File: config.mk
export PLATFORM = sky130hd
export DESIGN_NAME = prog_tick_timer
export DESIGN_NICKNAME = d
export VERILOG_FILES = /design/src/rtl/tt_pkg.sv /design/src/rtl/tt_chain_count.sv /design/src/rtl/tt_tap_pick.sv /design/src/rtl/tt_shot_ctl.sv /design/src/rtl/prog_tick_timer.sv
export SDC_FILE = /design/constraint.sdc
export NUM_CORES = 1
export LEC_CHECK = 0
export BUFFER_PORTS_ARGS = -buffer_cell sky130_fd_sc_hd__buf_2
export CAP_MARGIN = 40
export CORE_UTILIZATION = 49
export DETAILED_ROUTE_END_ITERATION = 10
export PLACE_DENSITY = 0.72
export SKIP_CTS_REPAIR_TIMING = 1
export SLEW_MARGIN = 20
export SYNTH_ARGS = -nofsm -noshare
export SYNTH_HDL_FRONTEND = slang
export SYNTH_SLANG_ARGS = --single-unit
File: constraint.sdc
create_clock -name clk -period 1.6 [get_ports clk]
set_input_delay 0.16 -clock clk [delete_from_list [all_inputs] [get_ports clk]]
set_output_delay 0.16 -clock clk [all_outputs]
set_load 0.02 [all_outputs]
File: src/rtl/tt_pkg.sv
`timescale 1ns/1ps
package tt_pkg;
    localparam int TT_CNT_W = 16;
    localparam int TT_LOW_W = 8;

    typedef enum logic [1:0] {
        SEL_STAGE13 = 2'b00,
        SEL_STAGE10 = 2'b01,
        SEL_SHORT   = 2'b10,
        SEL_STAGE16 = 2'b11
    } tt_sel_e;

    typedef struct packed {
        logic fired;
        logic mode_prev;
    } shot_state_t;
endpackage

File: src/rtl/tt_chain_count.sv
`timescale 1ns/1ps
module tt_chain_count #(
    parameter int CNT_W = 16,
    parameter int LOW_W = 8
) (
    input  logic             clk,
    input  logic             rst_n,
    input  logic             clr,
    input  logic             tick,
    input  logic             reroute,
    output logic [CNT_W-1:0] cnt_q
);
    localparam int HIGH_W = CNT_W - LOW_W;

    typedef struct packed {
        logic [HIGH_W-1:0] hi;
        logic [LOW_W-1:0]  lo;
    } chain_t;

    chain_t st_q, st_d;
    logic   lo_wrap;
    logic   hi_step;

    always_comb begin
        st_d    = st_q;
        lo_wrap = &st_q.lo;
        hi_step = reroute ? tick : (tick & lo_wrap);
        if (clr) begin
            st_d = '0;
        end else begin
            if (tick)    st_d.lo = st_q.lo + 1'b1;
            if (hi_step) st_d.hi = st_q.hi + 1'b1;
        end
    end

    always_ff @(posedge clk or negedge rst_n) begin
        if (!rst_n) st_q <= '0;
        else        st_q <= st_d;
    end

    assign cnt_q = {st_q.hi, st_q.lo};

    // a clear empties every stage
    a_r4_clear_zero: assert property (@(posedge clk) disable iff (!rst_n)
        clr |=> (cnt_q == '0));
    // no tick, no movement
    a_r3_idle_hold: assert property (@(posedge clk) disable iff (!rst_n)
        (!tick && !clr) |=> $stable(cnt_q));
    // rerouted upper half steps on every tick
    a_r2_upper_direct: assert property (@(posedge clk) disable iff (!rst_n)
        (reroute && tick && !clr) |=> (st_q.hi == HIGH_W'($past(st_q.hi) + 1'b1)));
    // normal chain carries only on lower wrap
    a_r1_carry_only_wrap: assert property (@(posedge clk) disable iff (!rst_n)
        (!reroute && !clr && !(tick && lo_wrap)) |=> $stable(st_q.hi));
endmodule

File: src/rtl/tt_tap_pick.sv
`timescale 1ns/1ps
module tt_tap_pick
    import tt_pkg::*;
#(
    parameter int CNT_W    = 16,
    parameter int TAP_MID  = 10,
    parameter int TAP_LONG = 13,
    parameter int TAP_FULL = 16
) (
    input  logic             sel_a,
    input  logic             sel_b,
    input  logic [CNT_W-1:0] cnt,
    output logic             tap,
    output logic             reroute
);
    tt_sel_e sel;

    always_comb begin
        sel     = tt_sel_e'({sel_a, sel_b});
        reroute = 1'b0;
        tap     = 1'b0;
        unique case (sel)
            SEL_STAGE13: tap = cnt[TAP_LONG-1];
            SEL_STAGE10: tap = cnt[TAP_MID-1];
            SEL_SHORT: begin
                tap     = cnt[TAP_FULL-1];
                reroute = 1'b1;
            end
            SEL_STAGE16: tap = cnt[TAP_FULL-1];
            default:     tap = 1'b0;
        endcase
    end
endmodule

File: src/rtl/tt_shot_ctl.sv
`timescale 1ns/1ps
module tt_shot_ctl
    import tt_pkg::*;
(
    input  logic clk,
    input  logic rst_n,
    input  logic clr_ext,
    input  logic recycle,
    input  logic pol,
    input  logic tap,
    output logic clr_all,
    output logic q_out
);
    shot_state_t st_q, st_d;
    logic        mode_flip;
    logic        level;

    always_comb begin
        mode_flip      = recycle ^ st_q.mode_prev;
        clr_all        = clr_ext | mode_flip;
        st_d.mode_prev = recycle;
        st_d.fired     = clr_all ? 1'b0 : (st_q.fired | tap);
        level          = recycle ? tap : (st_q.fired | tap);
        q_out          = clr_all ? pol : (pol ^ level);
    end

    always_ff @(posedge clk or negedge rst_n) begin
        if (!rst_n) st_q <= '0;
        else        st_q <= st_d;
    end

    // once fired, the single shot holds until a clear
    a_r8_latch_hold: assert property (@(posedge clk) disable iff (!rst_n)
        (!recycle && st_q.fired && !clr_all) |=> st_q.fired);
    // a mode change empties the latch
    a_r9_flip_clears: assert property (@(posedge clk) disable iff (!rst_n)
        mode_flip |=> !st_q.fired);
    // the stored mode follows the input one cycle later
    a_r9_mode_tracks: assert property (@(posedge clk) disable iff (!rst_n)
        1'b1 |=> (st_q.mode_prev == $past(recycle)));
endmodule

File: src/rtl/prog_tick_timer.sv
`timescale 1ns/1ps
module prog_tick_timer
    import tt_pkg::*;
#(
    parameter int CNT_W    = TT_CNT_W,
    parameter int TAP_SHORT = TT_LOW_W,
    parameter int TAP_MID  = 10,
    parameter int TAP_LONG = 13
) (
    input  logic clk,
    input  logic rst_n,
    input  logic tick,
    input  logic sel_a,
    input  logic sel_b,
    input  logic recycle,
    input  logic pol,
    input  logic mreset,
    input  logic por_req,
    input  logic auto_off,
    output logic q_out
);
    logic [CNT_W-1:0] cnt;
    logic             tap;
    logic             reroute;
    logic             clr_ext;
    logic             clr_all;

    assign clr_ext = mreset | (por_req & ~auto_off);

    tt_chain_count #(.CNT_W(CNT_W), .LOW_W(TAP_SHORT)) u_count (
        .clk(clk), .rst_n(rst_n), .clr(clr_all), .tick(tick),
        .reroute(reroute), .cnt_q(cnt)
    );

    tt_tap_pick #(.CNT_W(CNT_W), .TAP_MID(TAP_MID), .TAP_LONG(TAP_LONG),
                  .TAP_FULL(CNT_W)) u_pick (
        .sel_a(sel_a), .sel_b(sel_b), .cnt(cnt), .tap(tap), .reroute(reroute)
    );

    tt_shot_ctl u_shot (
        .clk(clk), .rst_n(rst_n), .clr_ext(clr_ext), .recycle(recycle),
        .pol(pol), .tap(tap), .clr_all(clr_all), .q_out(q_out)
    );

    // a master or enabled power-on request always clears
    a_r5_request_clears: assert property (@(posedge clk) disable iff (!rst_n)
        (mreset || (por_req && !auto_off)) |=> (cnt == '0));
endmodule

Word-level counts from Yosys, hierarchy flattened
Index checks and enable logic that the tools add are counted.
{ "word_totals": {"register_bits": 18, "out_inout_bits": 1} }
{ "classes": {"n_addsub": 2, "eq_ne": 3, "muxes": 9, "bitwise_logic": 8, "n_reduce_logical": 5} }
{ "ops": {"columns": ["cell", "count"], "rows": [
  ["8-bit by 1-bit adder with 8-bit output, second input constant", 2],
  ["16-bit 2-to-1 mux", 1],
  ["8-bit 2-to-1 mux", 2],
  ["8-bit AND reduction", 1],
  ["1-bit 2-to-1 mux", 5],
  ["2-bit equality test, second input constant", 2],
  ["2-bit nonzero test", 2],
  ["1-bit OR", 3],
  ["1-bit case mux with 3 select lines", 1],
  ["1-bit AND", 2],
  ["2-bit by 1-bit equality test with 1-bit output, second input constant", 1],
  ["2-bit zero test", 1],
  ["2-bit OR reduction", 1],
  ["1-bit XOR", 2],
  ["1-bit inverter", 1]
]} }

Depth between registers and ports, before layout
Gate-level depths: netlist of the first run.
{ "logic_depth": {"word_depth": 7, "mapped_depth": 6, "ltp_nobuf": 5} }

By module
Synthesis of the first run repeated with hierarchy kept, for this count alone.
{ "hier_totals": {"hier_cells": 100, "area_unflattened_um2": 972.2} }
{ "by_module_without_submodules": {"columns": ["mod", "n_inst", "cells_per_inst", "area_per_inst_um2", "seq_area_each_um2"], "rows": [
  ["tt_chain_count", 1, 81, 814.5, 400.4],
  ["tt_shot_ctl", 1, 13, 118.9, 50.0],
  ["tt_tap_pick", 1, 4, 27.5, 0.0],
  ["prog_tick_timer", 1, 2, 11.3, 0.0]
]} }

Worst setup path before layout of the first run
Ideal clock, no wire load.
{ "synth_timing": {"kind": "register -> register", "start": "register u_count.st_q (netlist bit u_count.cnt_q[0])", "end": "register u_count.st_q (netlist bit u_count.cnt_q[14])", "setup_ns": 0.078, "arrival_time_ns": 1.431, "t_required_ns": 1.522, "path_slack_ns": 0.091, "stages_incl_launch_ff": 7, "path_buffers": 1, "synth_period_minus_slack_ns": 1.509, "path_cell_list": "dfrtp_1 -> ha_1 -> nand4_1 -> o21a_2 -> buf_6 -> or3_1 -> a21oi_1"} }
{ "synth_between": {"elab_chain_cells": 4} }
{ "synth_lines": {"columns": ["item", "line", "source"], "rows": [
  ["from (decl)", "tt_chain_count.sv:20", "chain_t st_q, st_d;"],
  ["from (signal assigned)", "tt_chain_count.sv:38", "else st_q <= st_d;"],
  ["8-bit AND reduction", "tt_chain_count.sv:26", "lo_wrap = &st_q.lo;"],
  ["1-bit AND", "tt_chain_count.sv:27", "hi_step = reroute ? tick : (tick & lo_wrap);"],
  ["1-bit 2-to-1 mux", "tt_chain_count.sv:27", null],
  ["2-bit nonzero test (no source line)", null, null]
]} }
No other way between the ends.
A chain may end at the register's enable or synchronous reset.

Worst setup path after layout of the first run
{ "layout_timing": {"start": "register u_count.st_q (netlist bit u_count.cnt_q[1])", "end": "register u_count.st_q (netlist bit u_count.cnt_q[12])"} }
The elaborated chain is that of the path after synthesis.

==> run_results.csv, run 1 <==
group,metric,value,unit
run_status,run_status,"complete, no violations",
timing,worst_pin_slew,0.399,ns
timing,fin_crit,1.60,ns
timing,tns,0,ns
timing,fin_crit_sh,99.8,%
floorplanning,initial_core_util,52.8,%
floorplanning,die_w,45.1,um
routing,routedWlPerCell,12.2,um
cts,cts_tree,"yes",
routing,num_vias,752,
critical_path,path_class,"flop to flop",
critical_path,reg2reg_to,"u_count.cnt_q[12]",
place,dpl.hpwl,1.14,mm
critical_path,crit_arrival,1.82,ns
routing,wirelength,1.69,mm
worst_hold_path,min_path_type,"input pin to flop",
timing,whs,0.0206,ns
logic_synthesis,synth_seq_area_share,49.4,%
worst_hold_path,hold_depth,1,
timing,drv_slew,0,
critical_path,cp.required,1.82,ns
logic_synthesis,syn_area,912,um2
timing,clock_skew,0.00208,ns
finish,layout.nets,127,
floorplanning,rows,15,
power_and_ir_drop,clockPowerShare,34.1,%
place,place_inst,131,
routing,postRouteAntennaNets,0,
power_and_ir_drop,p_sw_share,22.2,%
finish,final_core_util,65.7,%
cts,cts_buffer_depth,2,
cts,htree_levels,1,
global_route,grt_pass1_vias,619,
finish,antennaDiodeCount,0,
finish,multi_input_area,474,um2
critical_path,startpoint,"u_count.cnt_q[1]",
timing,hold_viol,0,
timing,fmax,626,MHz
floorplanning,ios,11,
global_route,grt_max_degree,19,
power_and_ir_drop,ir_drop,0.436,mV
power_and_ir_drop,p_per_area,713,nW/um2
finish,seqCellArea,450,um2
global_route,antenna_found_initial,0,
cts,clock_latency,0.28,ns
cts,clock_sinks,18,
finish,fillers,148,
power_and_ir_drop,switchingPower,0.180,mW
place,place_area,1010,um2
critical_path,endpoint_kind,"flop",
critical_path,rr_worst_depth,5,
logic_synthesis,ys_types,24,
critical_path,worstSetupEndpoint,"u_count.cnt_q[12]",
cts,clock-root-buffer,"clkbuf_4",
power_and_ir_drop,p_int,0.628,mW
logic_synthesis,syn_inst,94,
critical_path,r2r_slack,0.004,ns
routing,drt_pass1_iterations,4,
routing,first_iter_violations,10,
global_route,grt_usage,18.5,%
place,gp_congestion,0.725,
logic_synthesis,synth_nets,106,
global_route,grt.overflow.total,0,
run,maxCapViolCount,0,
critical_path,regToRegStartpoint,"u_count.cnt_q[1]",
timing,rsz0062_at_grt,"yes",
finish,area_growth,24.3,%
critical_path,start_kind,"flop",
logic_synthesis,ys_ff_latch,18,
global_route,grt_pass1_wl,2.70,mm
floorplanning,die_y,45.1,um
critical_path,crit_fanout,7,
place,io_buffers,10,
cts,path_clk_slew,0.10,ns
logic_synthesis,syn_area_per_cell,9.70,um2
floorplanning,core-area,1730,um2
floorplanning,die_area,2040,um2
cts,numCtsBuffers,3,
finish,finalInstanceArea,1130,um2
timing,slew_headroom,73.4,%
routing,drc,0,
logic_synthesis,yosysWarnings,0,
routing,viasPerCell,5.41,
place,dp_slack,0.0135,ns
power_and_ir_drop,finalPower,0.808,mW
timing,setup_viol,0,
power_and_ir_drop,leakage,0.483,nW
power_and_ir_drop,power.share.sequential,57.0,%
finish,layout-drive-gt1-share,30.7,%
timing,setup_slack,0.00351,ns
power_and_ir_drop,p_comb_share,9.0,%
finish,layoutNonFillerInstCount,139,
-- critical path: stages, from the launching register on --
cell	delay, ns
dfrtp_1	0.37
ha_2	0.18
nand4_1	0.12
o21a_4	0.27
or3_2	0.45
a21oi_1	0.14
-- layout by cell type (no fill, tap or decap), types with 2 or more instances in the layout --
master,n
buf_6,2
a21oi_2,4
xnor2_1,2
or3_1,3
mux2i_1,3
or3_2,2
nand3_1,2
nand4_1,5
nor2b_1,2
clkbuf_4,3
nand2_1,6
o21ai_1,3
or3_4,4
nor2_1,10
a21oi_1,4
buf_2,9
xor2_1,6
buf_4,8
o21ai_0,7
dfrtp_1,18
-- flip-flops by register name, summed over array words and instances (netlist names) --
signal and flops:
u_shot.st_q 2, u_count.cnt_q 16
-- cell usage after synthesis (all sizes together) --
| master | n | area [um2] |
|---|---|---|
| nand3b | 1 | 7.51 |
| nand2 | 6 | 22.5 |
| buf | 2 | 16.3 |
| nand3 | 2 | 10.0 |
| xnor2 | 2 | 17.5 |
| and3 | 1 | 6.26 |
| and4 | 1 | 8.76 |
| xor2 | 6 | 52.6 |
| mux2i | 3 | 30.0 |
| nor3 | 1 | 5.00 |
| nor2 | 10 | 37.5 |
| o21a | 1 | 8.76 |
| and2 | 1 | 6.26 |
| nor2b | 2 | 12.5 |
| dfrtp | 18 | 450 |
| ha | 2 | 25.0 |
| inv | 1 | 3.75 |
| or3 | 9 | 62.6 |
| a21oi | 8 | 40.0 |
| clkbuf | 2 | 7.51 |
| nand4 | 5 | 31.3 |
| o21ai | 10 | 50.1 |
-- cell type report --
| class | instances | area share (%) |
|---|---|---|
| Clock buffer | 4 | 3.20 |
| Inverter | 1 | 0.331 |
| Multi-Input combinational cell | 71 | 41.8 |
| Sequential cell | 18 | 39.7 |
| Tap cell | 25 | 2.76 |
| Timing Repair Buffer | 20 | 12.1 |
-- logic make-up after synthesis --
family	share of synthesized area (%)
DFF	49.4
muxes	3.29
AOI/OAI and AO/OA	10.8
xor gates and xnor gates	7.68
adders and majority gates	2.74
and+or+nand+nor	23.0
buffers and inverters	3.02
-- power by group through the flow --
stage	sequential [mW]	clock [mW]	combinational (mW)
after floorplan	0.469	0	0.0316
after global placement	0.469	0	0.0614
after detailed placement	0.469	0	0.0628
after CTS	0.460	0.283	0.0632
after global routing	0.461	0.305	0.0798
final	0.460	0.275	0.0726
-- metal layers --
layer,track usage [%],part of all wire (%),vias up
met4,9.09,0.77,0
met2,28.7,46,17
met5,0,0,-
met1,25.4,49,360
met3,2.40,4.3,2
li1,-,-,373
-- how the worst min path moves through the flow --
stage | start | end
2_1_floorplan | rst_n | u_count.cnt_q[0]
4_1_cts | rst_n | u_count.cnt_q[13]
5_1_grt | recycle | u_shot.st_q[0]
3_3_place_gp | rst_n | u_count.cnt_q[13]
3_5_place_dp | rst_n | u_count.cnt_q[13]
6_report | recycle | u_shot.st_q[0]
Power figures use the tool's default switching activity.
==> run 2: changes to the inputs <==
--- a/config.mk
+++ b/config.mk
@@ -10,6 +10,7 @@
 export CORE_UTILIZATION = 49
 export DETAILED_ROUTE_END_ITERATION = 10
 export PLACE_DENSITY = 0.72
+export REMOVE_ABC_BUFFERS = 1
 export SKIP_CTS_REPAIR_TIMING = 1
 export SLEW_MARGIN = 20
 export SYNTH_ARGS = -nofsm -noshare
==> constraint.sdc (replaced) <==
create_clock -name clk -period 1.6 [get_ports clk]
set_input_delay 0.32 -clock clk [delete_from_list [all_inputs] [get_ports clk]]
set_output_delay 0.32 -clock clk [all_outputs]
set_load 0.02 [all_outputs]
==> run_results.csv, run 2 (synthesis results as in run 1) <==
group,metric,value,unit
run_status,run_status,"finished with violations",
run_status,violations,"negative setup slack",
critical_path,crit_fanout,2,
floorplanning,initial_core_util,52.8,%
cts,cts_buffer_depth,2,
critical_path,crit_arrival,1.42,ns
global_route,grt_usage,20.8,%
critical_path,cp_slowest_cell,"dfrtp_1",
floorplanning,die_y,45.1,um
critical_path,critical_path.top_delay_family,"flip-flops",
timing,hold_viol,0,
timing,fmax,574,MHz
critical_path,max_stage_delay,0.39,ns
finish,fillers,146,
routing,viasPerCell,5.70,
timing,tns,-0.142,ns
critical_path,cp_cell_sequence,"xor2_1 > nor3_1 > o21ai_1 > xnor2_1 > buf_4",
place,dp_slack,-0.0212,ns
timing,clock_skew,0.00361,ns
critical_path,crit_buf_inv,1,
global_route,grt.overflow.total,0,
cts,clock-root-buffer,"clkbuf_4",
finish,layout-drive-gt1-share,34.5,%
power_and_ir_drop,leakage,0.491,nW
cts,htree_levels,1,
critical_path,r2r_slack,0,ns
global_route,grt_max_degree,19,
routing,drc,0,
place,io_buffers,10,
floorplanning,die_w,45.1,um
routing,wirelength,2.04,mm
finish,final_common_cell,"dfrtp_1",
place,gp_congestion,0.776,
routing,drt_pass1_iterations,4,
cts,cts_tree,"yes",
critical_path,cp.required,1.28,ns
critical_path,path_class,"flop to primary output",
place,dpl.hpwl,1.35,mm
global_route,grt_pass1_vias,673,
critical_path,start_kind,"flop",
timing,fin_crit,1.74,ns
global_route,grt_pass1_wl,2.90,mm
cts,clock_latency,0.30,ns
timing,setup_viol,1,
timing,worst_pin_slew,0.404,ns
finish,layout.nets,129,
timing,slew_headroom,73.1,%
routing,num_vias,803,
floorplanning,rows,15,
timing,rsz0062_at_grt,"yes",
finish,area_growth,27.4,%
run,maxCapViolCount,0,
timing,fin_crit_sh,109,%
cts,path_clk_slew,0.10,ns
global_route,antenna_found_initial,0,
cts,numCtsBuffers,3,
critical_path,endpoint_kind,"primary output",
power_and_ir_drop,ir_drop,0.445,mV
floorplanning,die_area,2040,um2
floorplanning,core-area,1730,um2
finish,multi_input_area,499,um2
power_and_ir_drop,p_per_area,707,nW/um2
floorplanning,ios,11,
routing,routedWlPerCell,14.5,um
cts,clock_sinks,18,
timing,setup_slack,-0.142,ns
worst_hold_path,min_path_type,"input pin to flop",
finish,antennaDiodeCount,0,
timing,drv_slew,0,
finish,largest_reg_flops,16,
routing,postRouteAntennaNets,0,
finish,seqCellArea,450,um2
routing,first_iter_violations,17,
finish,final_cell_mix,"dfrtp_1, nor2_1, buf_4",
## run 2: cell count changes in the layout (fill, tap and decap cells not counted), sizes merged
| cell | change |
|---|---|
| o21a | +1 |
| buf | +1 |
## run 2: layer usage
| metal | wire length [um] | global-route usage (%) |
|---|---|---|
| met5 | 0 | 0 |
| met4 | 44 | 13.9 |
| met3 | 50 | 4.80 |
| met2 | 1080 | 33.0 |
| met1 | 863 | 24.9 |
## run 2: per-stage QoR
step	hold slack [ns]	utilization, %	power [mW]	area [um2]	cells
after floorplan	0.0244	-	0.494	888	90
after global placement	0.270	60.1	0.534	1040	134
after detailed placement	0.275	60.1	0.536	1040	134
after CTS	-0.0526	62.2	0.817	1070	138
after global routing	0.143	67.3	0.865	1160	141
final	0.160	67.3	0.822	1160	141
## run 2: path summary, 6_finish.rpt
path,from,end,cells past startpoint
max,u_shot.st_q[0],q_out,5
min,recycle,u_shot.st_q[0],1
max reg2reg,u_count.cnt_q[0],u_count.cnt_q[10],6
min reg2reg,u_shot.st_q[1],u_shot.st_q[1],2
max in group asynchronous,rst_n,u_count.cnt_q[15],2
min in group asynchronous,rst_n,u_count.cnt_q[2],2
## run 2: area by class of cell
| type | count | area share [%] |
|---|---|---|
| multi-input cells | 72 | 42.9 |
| inverters | 1 | 0.323 |
| clock buffers | 4 | 3.12 |
| well taps | 25 | 2.69 |
| flip-flops and latches | 18 | 38.8 |
| repair buffers | 21 | 12.2 |
## run 2: power breakdown
part	switching [mW]	internal, mW	total, mW
Clock	0.148	0.139	0.287
Sequential	0.00217	0.458	0.460
Combinational	0.0427	0.0322	0.0748
Total	0.193	0.629	0.822
## run 2: worst register-to-register path, delay by kind of cell (launching register included)
family | cells | cell delay (ns)
simple gates | 2 | 0.46
compound gates | 2 | 0.40
flops | 1 | 0.37
fa+ha+maj | 1 | 0.20
buf+inv | 1 | 0.12
==> run 3: changes to the inputs <==
--- a/config.mk
+++ b/config.mk
@@ -9,8 +9,9 @@
 export CAP_MARGIN = 40
 export CORE_UTILIZATION = 49
 export DETAILED_ROUTE_END_ITERATION = 10
-export PLACE_DENSITY = 0.72
+export PLACE_DENSITY = 0.7
 export REMOVE_ABC_BUFFERS = 1
+export SETUP_SLACK_MARGIN = 0.15
 export SKIP_CTS_REPAIR_TIMING = 1
 export SLEW_MARGIN = 20
 export SYNTH_ARGS = -nofsm -noshare
==> run_results.csv, run 3 (synthesis results as in run 1) <==
group,metric,value,unit
routing,first_iter_violations,18,
place,gp_congestion,0.753,
timing,clock_skew,0.00557,ns
global_route,antenna_found_initial,0,
place,io_buffers,10,
power_and_ir_drop,p_sw_share,23.2,%
finish,antennaDiodeCount,0,
run_status,run_status,"finished with violations",
floorplanning,die_w,45.1,um
routing,drt_pass1_iterations,5,
place,dpl.hpwl,1.25,mm
finish,final_core_util,69.6,%
power_and_ir_drop,p_comb_share,9.5,%
finish,largest_reg_flops,16,
cts,htree_levels,1,
floorplanning,core-area,1730,um2
cts,cts_buffer_depth,2,
finish,seqCellArea,450,um2
power_and_ir_drop,finalPower,0.822,mW
power_and_ir_drop,p_int,0.631,mW
global_route,grt_usage,18.7,%
finish,final_cell_mix,"dfrtp_1, buf_4, nor2_1",
floorplanning,ios,11,
timing,fin_crit_sh,108,%
power_and_ir_drop,p_per_area,684,nW/um2
cts,cts_tree,"yes",
critical_path,crit_arrival,1.41,ns
timing,drv_slew,0,
cts,path_clk_slew,0.11,ns
finish,layout.nets,135,
routing,viasPerCell,5.46,
finish,final_common_cell,"dfrtp_1",
worst_hold_path,min_path_type,"input pin to flop",
timing,setup_slack,-0.126,ns
cts,numCtsBuffers,3,
critical_path,endpoint_kind,"primary output",
power_and_ir_drop,clockPowerShare,34.5,%
run_status,violations,"negative setup slack",
global_route,grt_pass1_vias,644,
finish,area_growth,31.7,%
timing,worst_pin_slew,0.402,ns
critical_path,rr_worst_depth,6,
timing,hold_viol,0,
floorplanning,die_area,2040,um2
routing,wirelength,2.01,mm
run,maxCapViolCount,0,
place,place_area,1040,um2
timing,fin_crit,1.73,ns
critical_path,r2r_slack,-0.01,ns
routing,drc,0,
critical_path,regToRegStartpoint,"u_count.cnt_q[1]",
power_and_ir_drop,power.share.sequential,56.0,%
critical_path,reg2reg_to,"u_count.cnt_q[14]",
cts,clock-root-buffer,"clkbuf_4",
global_route,grt.overflow.total,0,
timing,rsz0062_at_grt,"yes",
critical_path,worstSetupEndpoint,"q_out",
place,dp_slack,0.0188,ns
cts,clock_latency,0.29,ns
global_route,grt_max_degree,19,
floorplanning,rows,15,
critical_path,start_kind,"flop",
power_and_ir_drop,ir_drop,0.366,mV
finish,multi_input_area,489,um2
timing,slew_headroom,73.2,%
floorplanning,die_y,45.1,um
power_and_ir_drop,switchingPower,0.190,mW
timing,setup_viol,2,
finish,fillers,135,
global_route,grt_pass1_wl,2.71,mm
cts,clock_sinks,18,
critical_path,startpoint,"u_shot.st_q[0]",
finish,finalInstanceArea,1200,um2
critical_path,path_class,"flop to primary output",
floorplanning,initial_core_util,52.8,%
routing,num_vias,803,
routing,postRouteAntennaNets,0,
finish,layout-drive-gt1-share,36.9,%
critical_path,cp.required,1.28,ns
timing,fmax,580,MHz
critical_path,crit_fanout,2,
power_and_ir_drop,leakage,0.516,nW
routing,routedWlPerCell,13.7,um
-- run 3: cell count changes in the layout (fill, tap and decap cells not counted), moves of 2 or more --
cell / before / now
buf_4: 10 / 15
o21ai_2: 0 / 4
o21ai_1: 4 / 1
a21oi_1: 2 / 4
a21oi_2: 6 / 4
or3_1: 2 / 4
or3_4: 6 / 4
-- run 3: worst min-delay path by stage --
stage            start          endpoint  slack, ns  cells after the start
2_1_floorplan    rst_n  u_count.cnt_q[0]       0.02                      0
3_3_place_gp     rst_n  u_count.cnt_q[2]       0.27                      1
3_5_place_dp     rst_n  u_count.cnt_q[3]       0.27                      1
4_1_cts          rst_n  u_count.cnt_q[5]      -0.05                      1
5_1_grt        recycle    u_shot.st_q[0]       0.15                      1
6_report       recycle    u_shot.st_q[0]       0.16                      1
-- run 3: critical path, cell delays in order (launching register included) --
cell and delay, ns:
dfrtp_1 0.39, xor2_1 0.17, nor3_1 0.17, o21ai_1 0.10
xnor2_1 0.13, buf_4 0.16
-- run 3: area by class of cell --
| type | instances | area share (%) |
|---|---|---|
| multi-input cells | 72 | 40.7 |
| flip-flops and latches | 18 | 37.5 |
| repair buffers | 27 | 15.8 |
| clock buffers | 4 | 3.02 |
| well taps | 25 | 2.60 |
| inverters | 1 | 0.313 |
-- run 3: per-stage QoR --
step / hold WS (ns) / cells / setup TNS [ns]
6_report: 0.163 / 147 / -0.138
3_3_place_gp: 0.272 / 135 / 0
5_1_grt: 0.147 / 147 / -0.398
4_1_cts: -0.0507 / 139 / -0.238
2_1_floorplan: 0.0244 / 90 / 0
3_5_place_dp: 0.271 / 135 / 0
-- run 3: metal layers --
metal  share of wire [%]  GRT usage (%)  vias up
li1                    -              -      389
met1                  44           24.5      397
met2                  53           31.3       15
met3                 2.4           3.60        2
met4                0.55           5.45        0
met5                   0              0        -
-- run 3: power by group through the flow --
| stage | Combinational (mW) | Clock (mW) | Sequential (mW) |
|---|---|---|---|
| after floorplan | 0.0248 | 0 | 0.469 |
| after global placement | 0.0654 | 0 | 0.469 |
| after detailed placement | 0.0663 | 0 | 0.469 |
| after CTS | 0.0667 | 0.285 | 0.460 |
| after global routing | 0.0847 | 0.311 | 0.461 |
| final | 0.0777 | 0.284 | 0.460 |
